### config.mk
export PLATFORM = sky130hd
export DESIGN_NAME = scl_timeout_guard
export DESIGN_NICKNAME = d
export VERILOG_FILES = /design/src/rtl/sclg_pkg.sv /design/src/rtl/sclg_tick.sv /design/src/rtl/sclg_accum.sv /design/src/rtl/scl_timeout_guard.sv
export SDC_FILE = /design/constraint.sdc
export NUM_CORES = 1
export LEC_CHECK = 0
export BUFFER_PORTS_ARGS = -buffer_cell sky130_fd_sc_hd__buf_2
export CORE_ASPECT_RATIO = 0.75
export CORE_MARGIN = 2
export CORE_UTILIZATION = 50
export CTS_BUF_LIST = sky130_fd_sc_hd__clkbuf_4 sky130_fd_sc_hd__clkbuf_8 sky130_fd_sc_hd__clkbuf_16
export DETAILED_ROUTE_END_ITERATION = 6
export PLACE_DENSITY = 0.79
export SLEW_MARGIN = 40
export SYNTH_ARGS = -nofsm -noshare
export SYNTH_HDL_FRONTEND = slang
export SYNTH_SLANG_ARGS = --single-unit
### constraint.sdc
create_clock -name clk_i -period 2.9 [get_ports clk_i]
set_clock_uncertainty 0.05 [all_clocks]
set_input_delay 0.58 -clock clk_i [delete_from_list [all_inputs] [get_ports clk_i]]
set_output_delay 0.58 -clock clk_i [all_outputs]
set_load 0.01 [all_outputs]
### src/rtl/sclg_pkg.sv
package sclg_pkg;

    localparam logic [7:0] MODE_SLOW_TIMED = 8'h1E;
    localparam logic [7:0] MODE_FAST_TIMED = 8'h09;
    localparam logic [7:0] MODE_FAST_PLAIN = 8'h08;

    typedef enum logic [1:0] {
        RULE_NONE = 2'd0,
        RULE_SLOW = 2'd1,
        RULE_FAST = 2'd2
    } rule_e;

    function automatic rule_e decode_mode(input logic [7:0] code);
        rule_e r;
        case (code)
            MODE_SLOW_TIMED: r = RULE_SLOW;
            MODE_FAST_TIMED: r = RULE_FAST;
            default:         r = RULE_NONE;
        endcase
        return r;
    endfunction

endpackage

### src/rtl/sclg_tick.sv
module sclg_tick #(
    parameter int unsigned DIV = 50000
) (
    input  logic clk_i,
    input  logic rst_ni,
    output logic tick_o
);

    localparam int unsigned CW = (DIV > 1) ? $clog2(DIV) : 1;

    typedef struct packed {
        logic [CW-1:0] cnt;
        logic          tick;
    } tick_st_t;

    tick_st_t st_d, st_q;

    always_comb begin
        st_d = st_q;
        if (st_q.cnt == CW'(DIV - 1)) begin
            st_d.cnt  = '0;
            st_d.tick = 1'b1;
        end else begin
            st_d.cnt  = st_q.cnt + 1'b1;
            st_d.tick = 1'b0;
        end
    end

    always_ff @(posedge clk_i or negedge rst_ni) begin
        if (!rst_ni) st_q <= '0;
        else         st_q <= st_d;
    end

    assign tick_o = st_q.tick;

    generate
        if (DIV > 1) begin : g_gap_chk
            AST_TICK_GAP: assert property (@(posedge clk_i) disable iff (!rst_ni)
                st_q.tick |=> !st_q.tick);
        end
    endgenerate

endmodule

### src/rtl/sclg_accum.sv
module sclg_accum #(
    parameter int unsigned W = 11
) (
    input  logic         clk_i,
    input  logic         rst_ni,
    input  logic         clr_i,
    input  logic         inc_i,
    output logic [W-1:0] cnt_o
);

    typedef struct packed {
        logic [W-1:0] cnt;
    } acc_st_t;

    acc_st_t st_d, st_q;

    always_comb begin
        st_d = st_q;
        if (clr_i) begin
            st_d.cnt = '0;
        end else if (inc_i && (st_q.cnt != {W{1'b1}})) begin
            st_d.cnt = st_q.cnt + 1'b1;
        end
    end

    always_ff @(posedge clk_i or negedge rst_ni) begin
        if (!rst_ni) st_q <= '0;
        else         st_q <= st_d;
    end

    assign cnt_o = st_q.cnt;

    AST_ACC_STEP: assert property (@(posedge clk_i) disable iff (!rst_ni)
        !clr_i |=> (st_q.cnt == $past(st_q.cnt)) || (st_q.cnt == $past(st_q.cnt) + 1'b1));

endmodule

### src/rtl/scl_timeout_guard.sv
module scl_timeout_guard
    import sclg_pkg::*;
#(
    parameter int unsigned TICK_DIV    = 50000,
    parameter int unsigned LONG_MS     = 2000,
    parameter int unsigned SLOW_LOW_MS = 30,
    parameter int unsigned FAST_LOW_MS = 15,
    parameter int unsigned RESP_CUM_MS = 25,
    parameter int unsigned CTRL_CUM_MS = 10
) (
    input  logic       clk_i,
    input  logic       rst_ni,
    input  logic       scl_i,
    input  logic       stretch_i,
    input  logic       start_i,
    input  logic       stop_i,
    input  logic [7:0] mode_i,
    output logic       comm_reset_o
);

    localparam int unsigned CW       = $clog2(LONG_MS + 2);
    localparam int unsigned N_CUM    = 2;
    localparam int unsigned RESP_IDX = 0;
    localparam int unsigned CTRL_IDX = 1;

    typedef struct packed {
        logic pulse;
        logic armed;
    } guard_st_t;

    guard_st_t st_d, st_q;

    logic          tick;
    logic          clr_all;
    logic          cont_clr;
    logic          cont_inc;
    logic          cum_clr;
    logic [CW-1:0] cont_cnt;
    logic [CW-1:0] cum_cnt [N_CUM];
    rule_e         rule;
    logic          viol_long;
    logic          viol_slow;
    logic          viol_fast;
    logic          fire;

    sclg_tick #(.DIV(TICK_DIV)) u_tick (
        .clk_i  (clk_i),
        .rst_ni (rst_ni),
        .tick_o (tick)
    );

    assign clr_all  = st_q.pulse | ~st_q.armed;
    assign cont_clr = clr_all | scl_i;
    assign cont_inc = tick & ~scl_i;
    assign cum_clr  = clr_all | start_i | stop_i;

    sclg_accum #(.W(CW)) u_cont (
        .clk_i  (clk_i),
        .rst_ni (rst_ni),
        .clr_i  (cont_clr),
        .inc_i  (cont_inc),
        .cnt_o  (cont_cnt)
    );

    generate
        for (genvar g = 0; g < N_CUM; g++) begin : g_cum
            logic cum_inc;
            assign cum_inc = tick & ~scl_i & (stretch_i == (g == RESP_IDX));
            sclg_accum #(.W(CW)) u_cum (
                .clk_i  (clk_i),
                .rst_ni (rst_ni),
                .clr_i  (cum_clr),
                .inc_i  (cum_inc),
                .cnt_o  (cum_cnt[g])
            );
        end
    endgenerate

    always_comb begin
        rule      = decode_mode(mode_i);
        viol_long = cont_cnt > CW'(LONG_MS);
        viol_slow = (rule == RULE_SLOW) &&
                    ((cont_cnt > CW'(SLOW_LOW_MS)) ||
                     (cum_cnt[RESP_IDX] > CW'(RESP_CUM_MS)) ||
                     (cum_cnt[CTRL_IDX] > CW'(CTRL_CUM_MS)));
        viol_fast = (rule == RULE_FAST) && (cont_cnt > CW'(FAST_LOW_MS));
        fire      = st_q.armed & ~st_q.pulse & (viol_long | viol_slow | viol_fast);

        st_d       = st_q;
        st_d.pulse = fire;
        if (scl_i)     st_d.armed = 1'b1;
        else if (fire) st_d.armed = 1'b0;
    end

    always_ff @(posedge clk_i or negedge rst_ni) begin
        if (!rst_ni) begin
            st_q.pulse <= 1'b0;
            st_q.armed <= 1'b1;
        end else begin
            st_q <= st_d;
        end
    end

    assign comm_reset_o = st_q.pulse;

    AST_ONE_CYCLE_PULSE: assert property (@(posedge clk_i) disable iff (!rst_ni)
        st_q.pulse |=> !st_q.pulse);

    AST_CLEAR_AFTER_PULSE: assert property (@(posedge clk_i) disable iff (!rst_ni)
        st_q.pulse |=> (cont_cnt == '0) && (cum_cnt[RESP_IDX] == '0) && (cum_cnt[CTRL_IDX] == '0));

    AST_PLAIN_LONG_ONLY: assert property (@(posedge clk_i) disable iff (!rst_ni)
        (st_q.pulse && $past(rule == RULE_NONE)) |-> ($past(cont_cnt) > CW'(LONG_MS)));

    AST_FAST_CONT_ONLY: assert property (@(posedge clk_i) disable iff (!rst_ni)
        (st_q.pulse && $past(rule == RULE_FAST)) |-> ($past(cont_cnt) > CW'(FAST_LOW_MS)));

    AST_SLOW_CAUSE: assert property (@(posedge clk_i) disable iff (!rst_ni)
        (st_q.pulse && $past(rule == RULE_SLOW)) |->
            (($past(cont_cnt) > CW'(SLOW_LOW_MS)) ||
             ($past(cum_cnt[RESP_IDX]) > CW'(RESP_CUM_MS)) ||
             ($past(cum_cnt[CTRL_IDX]) > CW'(CTRL_CUM_MS))));

endmodule

## Word level (Yosys, flattened, before mapping)

Cells that the tools add are included.

| word-level totals | value |
|---|---|
| flip-flop bits (word level) | 52 |
| output and inout port bits | 1 |
| word-level logic and storage cells | 60 |

| operators by class | value |
|---|---|
| add/subtract/negate cells | 4 |
| order comparisons | 5 |
| eq/ne operators | 8 |
| mux-type cells | 10 |
| bitwise logic cells | 15 |
| reductions and logical operators | 11 |

Operators with widths:

| cell | count |
|---|---|
| 2-to-1 mux 11 bit | 6 |
| adder 11 x 1 -> 11 bit, second input constant | 3 |
| != test 11 bit, second input constant | 3 |
| > comparator 11 x 4 -> 1 bit, second input constant | 2 |
| > comparator 11 x 5 -> 1 bit, second input constant | 2 |
| 2-to-1 mux 17 bit | 1 |
| adder 16 x 1 -> 16 bit, second input constant | 1 |
| equality test 16 bit, second input constant | 1 |
| > comparator 11 bit, second input constant | 1 |
| equality test 8 x 4 -> 1 bit, second input constant | 1 |
| equality test 8 x 5 -> 1 bit, second input constant | 1 |
| nonzero test 2 bit | 4 |
| bitwise OR 1 bit | 6 |
| AND 1 bit | 5 |
| logical AND 1 bit | 5 |
| NOT 1 bit | 4 |
| case mux 2 bit (2 select lines) | 1 |
| equality test 2 x 1 -> 1 bit, second input constant | 1 |
| equality test 2 bit, second input constant | 1 |
| logical OR 1 bit | 2 |
| 2-to-1 mux 1 bit | 2 |

## Longest topological paths before layout

| depth | value |
|---|---|
| depth in word-level cells | 9 |
| mapped depth | 7 |
| depth with buffers taken out | 7 |

## Cells and area by module

A second synthesis with hierarchy kept.

| unflattened totals | value |
|---|---|
| cells, all modules | 278 |
| area total of the unflattened synthesis | 2932.8 um^2 |

Modules (own cells, without submodules):

| module | times used | cells an instance | area each (um^2) | sequential area each (um^2) |
|---|---|---|---|---|
| sclg_accum | 3 | 58 | 618.1 | 275.3 |
| sclg_tick | 1 | 68 | 797.0 | 425.4 |
| scl_timeout_guard | 1 | 36 | 281.5 | 51.3 |

## Least setup slack after synthesis

OpenSTA, ideal clock, no wires.

| path | value |
|---|---|
| path kind | reg-to-reg |
| start point | register u_tick.st_q[13] (netlist name) |
| end point | register u_tick.st_q[10] (netlist name) |
| library setup time | 131 ps |
| data arrival time | 2114 ps |
| required time | 2719 ps |
| path slack | 605 ps |
| cell stages (with the launch flop) | 6 |
| path buffers | 0 |
| clock period less this slack | 2295 ps |
| path through | dfrtp_1 > or4b_1 > or4_1 > nor4b_2 > nor3b_4 > nor2_1 |

RTL lines:

| item | RTL line | RTL |
|---|---|---|
| start: declaration | sclg_tick.sv:16 | `tick_st_t st_d, st_q;` |
| start signal: assignment | sclg_tick.sv:31 | `else st_q <= st_d;` |

==> flow_metrics.env <==
export IMPL_routed_top_layer="met4"
export IMPL_avgSynthCellArea_um2=9.64
export IMPL_critPathMaxFanout=8
export IMPL_boundaryPins=15
export IMPL_wl_met3_um=252
export IMPL_max_vdd_ir_drop_mv=0.202
export IMPL_hold_viol=0
export IMPL_startpoint_type="register"
export IMPL_yosysWarningCount=0
export IMPL_coreArea_um2=5320
export IMPL_row_count=23
export IMPL_antenna_cells=0
export IMPL_drc=0
export IMPL_endpoint_kind="register"
export IMPL_num_vias=2116
export IMPL_via_per_inst=5.58
export IMPL_met1Wirelength_mm=2.62
export IMPL_numCtsBuffers=5
export IMPL_first_pass_iters=5
export IMPL_path_buf_inv=0
export IMPL_io_buffer_count=14
export IMPL_clock_sink_count=52
export IMPL_drt_iter0_drc=103
export IMPL_postCtsHoldBufs=0
export IMPL_dp_cells=371
export IMPL_setup_tns_ns=0
export IMPL_synth_edf_count=0
export IMPL_synthSimpleGateAreaFrac_pct=27.5
export IMPL_ys_types=46
export IMPL_grt_antenna_before_repair=0
export IMPL_grtUsageTotal_pct=20.0
export IMPL_postPlaceCellArea_um2=2900
export IMPL_fmax_mhz=396
export IMPL_tritoncts="built"
export IMPL_overflow=0
export IMPL_h_tree_depth=2
export IMPL_arrival_ns=2.66
export IMPL_critPathTopFamily="simple AND/OR/NAND/NOR gates"
export IMPL_synth_top_family_by_area="simple AND/OR/NAND/NOR gates"
export IMPL_die_h_um=68.1
export IMPL_synth_adder_area_share_pct=3.20
export IMPL_setup_ws_ns=0.375
export IMPL_slew_viol_final=0
export IMPL_grt_max_degree=53
export IMPL_status="completed"
export IMPL_synth_xor_area_share_pct=11.2
export IMPL_first_global_vias=1956
export IMPL_root_buffer="clkbuf_8"
export IMPL_drv_cap=0
export IMPL_p_leak_uw=0.00124
export IMPL_required_ns=3.04
export IMPL_nets=324
export IMPL_ys_seq_area_share_pct=47.6
export IMPL_drt_wl_total_mm=5.33
export IMPL_clockBufferDepth=2
export IMPL_worst_slew_pin_slew_ns=0.736
export IMPL_final_area_um2=3020
export IMPL_synth_mux_area_fraction_pct=0.366
export IMPL_cp_cell_sequence="or4b_1, or4_1, nor4b_2, nor3b_4, nor2_1"
export IMPL_synth_compound_area_share_pct=8.64
export IMPL_period_needed_ns=2.53
export IMPL_antenna_left=0
export IMPL_async_flop_share_pct=100
export IMPL_critical_path_class="reg -> reg"
export IMPL_layout_common_cells="dfrtp_1 (51), nor2_1 (45), nand2_1 (21)"
export IMPL_post_place_ws_ns=0.382
export IMPL_grt_setup_unrepaired="no"
export IMPL_finalCritPeriodShare_pct=87.1
export IMPL_die_area_um2=6090
export IMPL_cts_clk_slew_worst_paths_ns=0.10
export IMPL_power_density_nw_per_um2=417
export IMPL_clock_latency_ns=0.31
export IMPL_synth_fp_nets=305
export IMPL_crit_path_max_incr_delay_ns=0.53
export IMPL_drive_gt1_share_pct=10.2
export IMPL_final_util_pct=56.6
export IMPL_syn2layout_area_growth_pct=10.2
export IMPL_gp_congestion=0.806
export IMPL_wl_per_cell_um=14.1
export IMPL_layout_cells_non_filler=379
export IMPL_final_common_cell="dfrtp_1"
export IMPL_cts_resized=0
export IMPL_synth_top_flop_cell="dfrtp_1"
export IMPL_grt_pass1_wl_mm=9.24
export IMPL_cp_slowest_cell="or4b_1"
export IMPL_slew_headroom_pct=50.5
export IMPL_netlist_area_um2=2740
export IMPL_hpwlAfterDp_mm=3.84
export IMPL_wl_met2_mm=2.40
export IMPL_timing_final_setup_violations=0
export IMPL_hold_path_class="in -> async"
export IMPL_cts_setup_buffers=0
export IMPL_ys_ff_latch=52
export IMPL_r2r_slack_ns=0.37
export IMPL_initial_core_util_pct=51.4
export IMPL_syn_inst=284
export IMPL_die_w_um=89.4
## metal layers
layer	vias to the layer above	GRT usage (%)
met5	-	0
met4	0	4.48
met3	7	5.43
met2	55	31.1
met1	1006	28.0
li1	1048	-
## through the flow
step / hold slack [ns] / power, uW
floorplan: 0.234 / 748
global placement: 0.415 / 774
detailed placement: 0.420 / 774
CTS: 0.340 / 1270
global route: 0.376 / 1310
finish: 0.309 / 1260
## final timing paths
check                                start                      end  cells past startpoint
max                        u_tick.st_q[13]           u_tick.st_q[4]                      5
min                                 rst_ni  g_cum[0].u_cum.cnt_o[6]                      2
max reg2reg                u_tick.st_q[13]           u_tick.st_q[4]                      5
min reg2reg                 u_tick.st_q[1]           u_tick.st_q[1]                      1
max in group asynchronous           rst_ni           u_tick.st_q[6]                      2
min in group clk_i          u_tick.st_q[1]           u_tick.st_q[1]                      1
## logic make-up after synthesis
kind of cell             after synthesis
AO/OA/AOI/OAI                         35
XOR/XNOR                              35
adder cells (fa/ha/maj)                7
buffers and inverters                 11
flip-flops                            52
multiplexers                           1
AND/OR/NAND/NOR                      143
## where the power goes
part	switching (uW)	leakage, uW	internal, uW	total (uW)
clock	244	0.0000541	256	500
combinational	24.7	0.000480	9.63	34.3
sequential	0.0000000000000118	0.000709	724	724
total	269	0.00124	990	1260
## layout make-up
type / count / area [um2]
multi-input cells: 221 / 1400
repair buffers: 15 / 77.6
fillers: 448 / 2310
clock buffers: 5 / 68.8
clock inverters: 3 / 42.5
flip-flops and latches: 52 / 1300
well taps: 75 / 93.8
inverters: 8 / 30.0
## worst reg2reg max path: stages (launching register included)
cell and delay [ns]:
dfrtp_1 0.44, or4b_1 0.53, or4_1 0.51, nor4b_2 0.38, nor3b_4 0.40, nor2_1 0.10
## registers in the layout, indices dropped and copies added (netlist names)
name and cells:
comm_reset_o 1, g_cum.u_cum.cnt_o 22, st_q 1, u_cont.cnt_o 11, u_tick.st_q 16, u_tick.tick_o 1
## cells in the mapped netlist (4+ instances only)
cell | n | area (um2)
dfrtp_1 | 51 | 1280
nor2_1 | 45 | 169
nand2_1 | 21 | 78.8
xor2_1 | 18 | 158
xnor2_1 | 17 | 149
nand4_1 | 15 | 93.8
nand3_1 | 14 | 70.1
a21oi_1 | 11 | 55.1
inv_1 | 8 | 30.0
nor3_1 | 8 | 40.0
ha_1 | 7 | 87.6
and3_1 | 5 | 31.3
nor2b_1 | 5 | 31.3
nor4_1 | 5 | 31.3
or3_1 | 5 | 31.3
and2_1 | 4 | 25.0
o21ai_0 | 4 | 20.0
(Power assumes the default switching activity.)
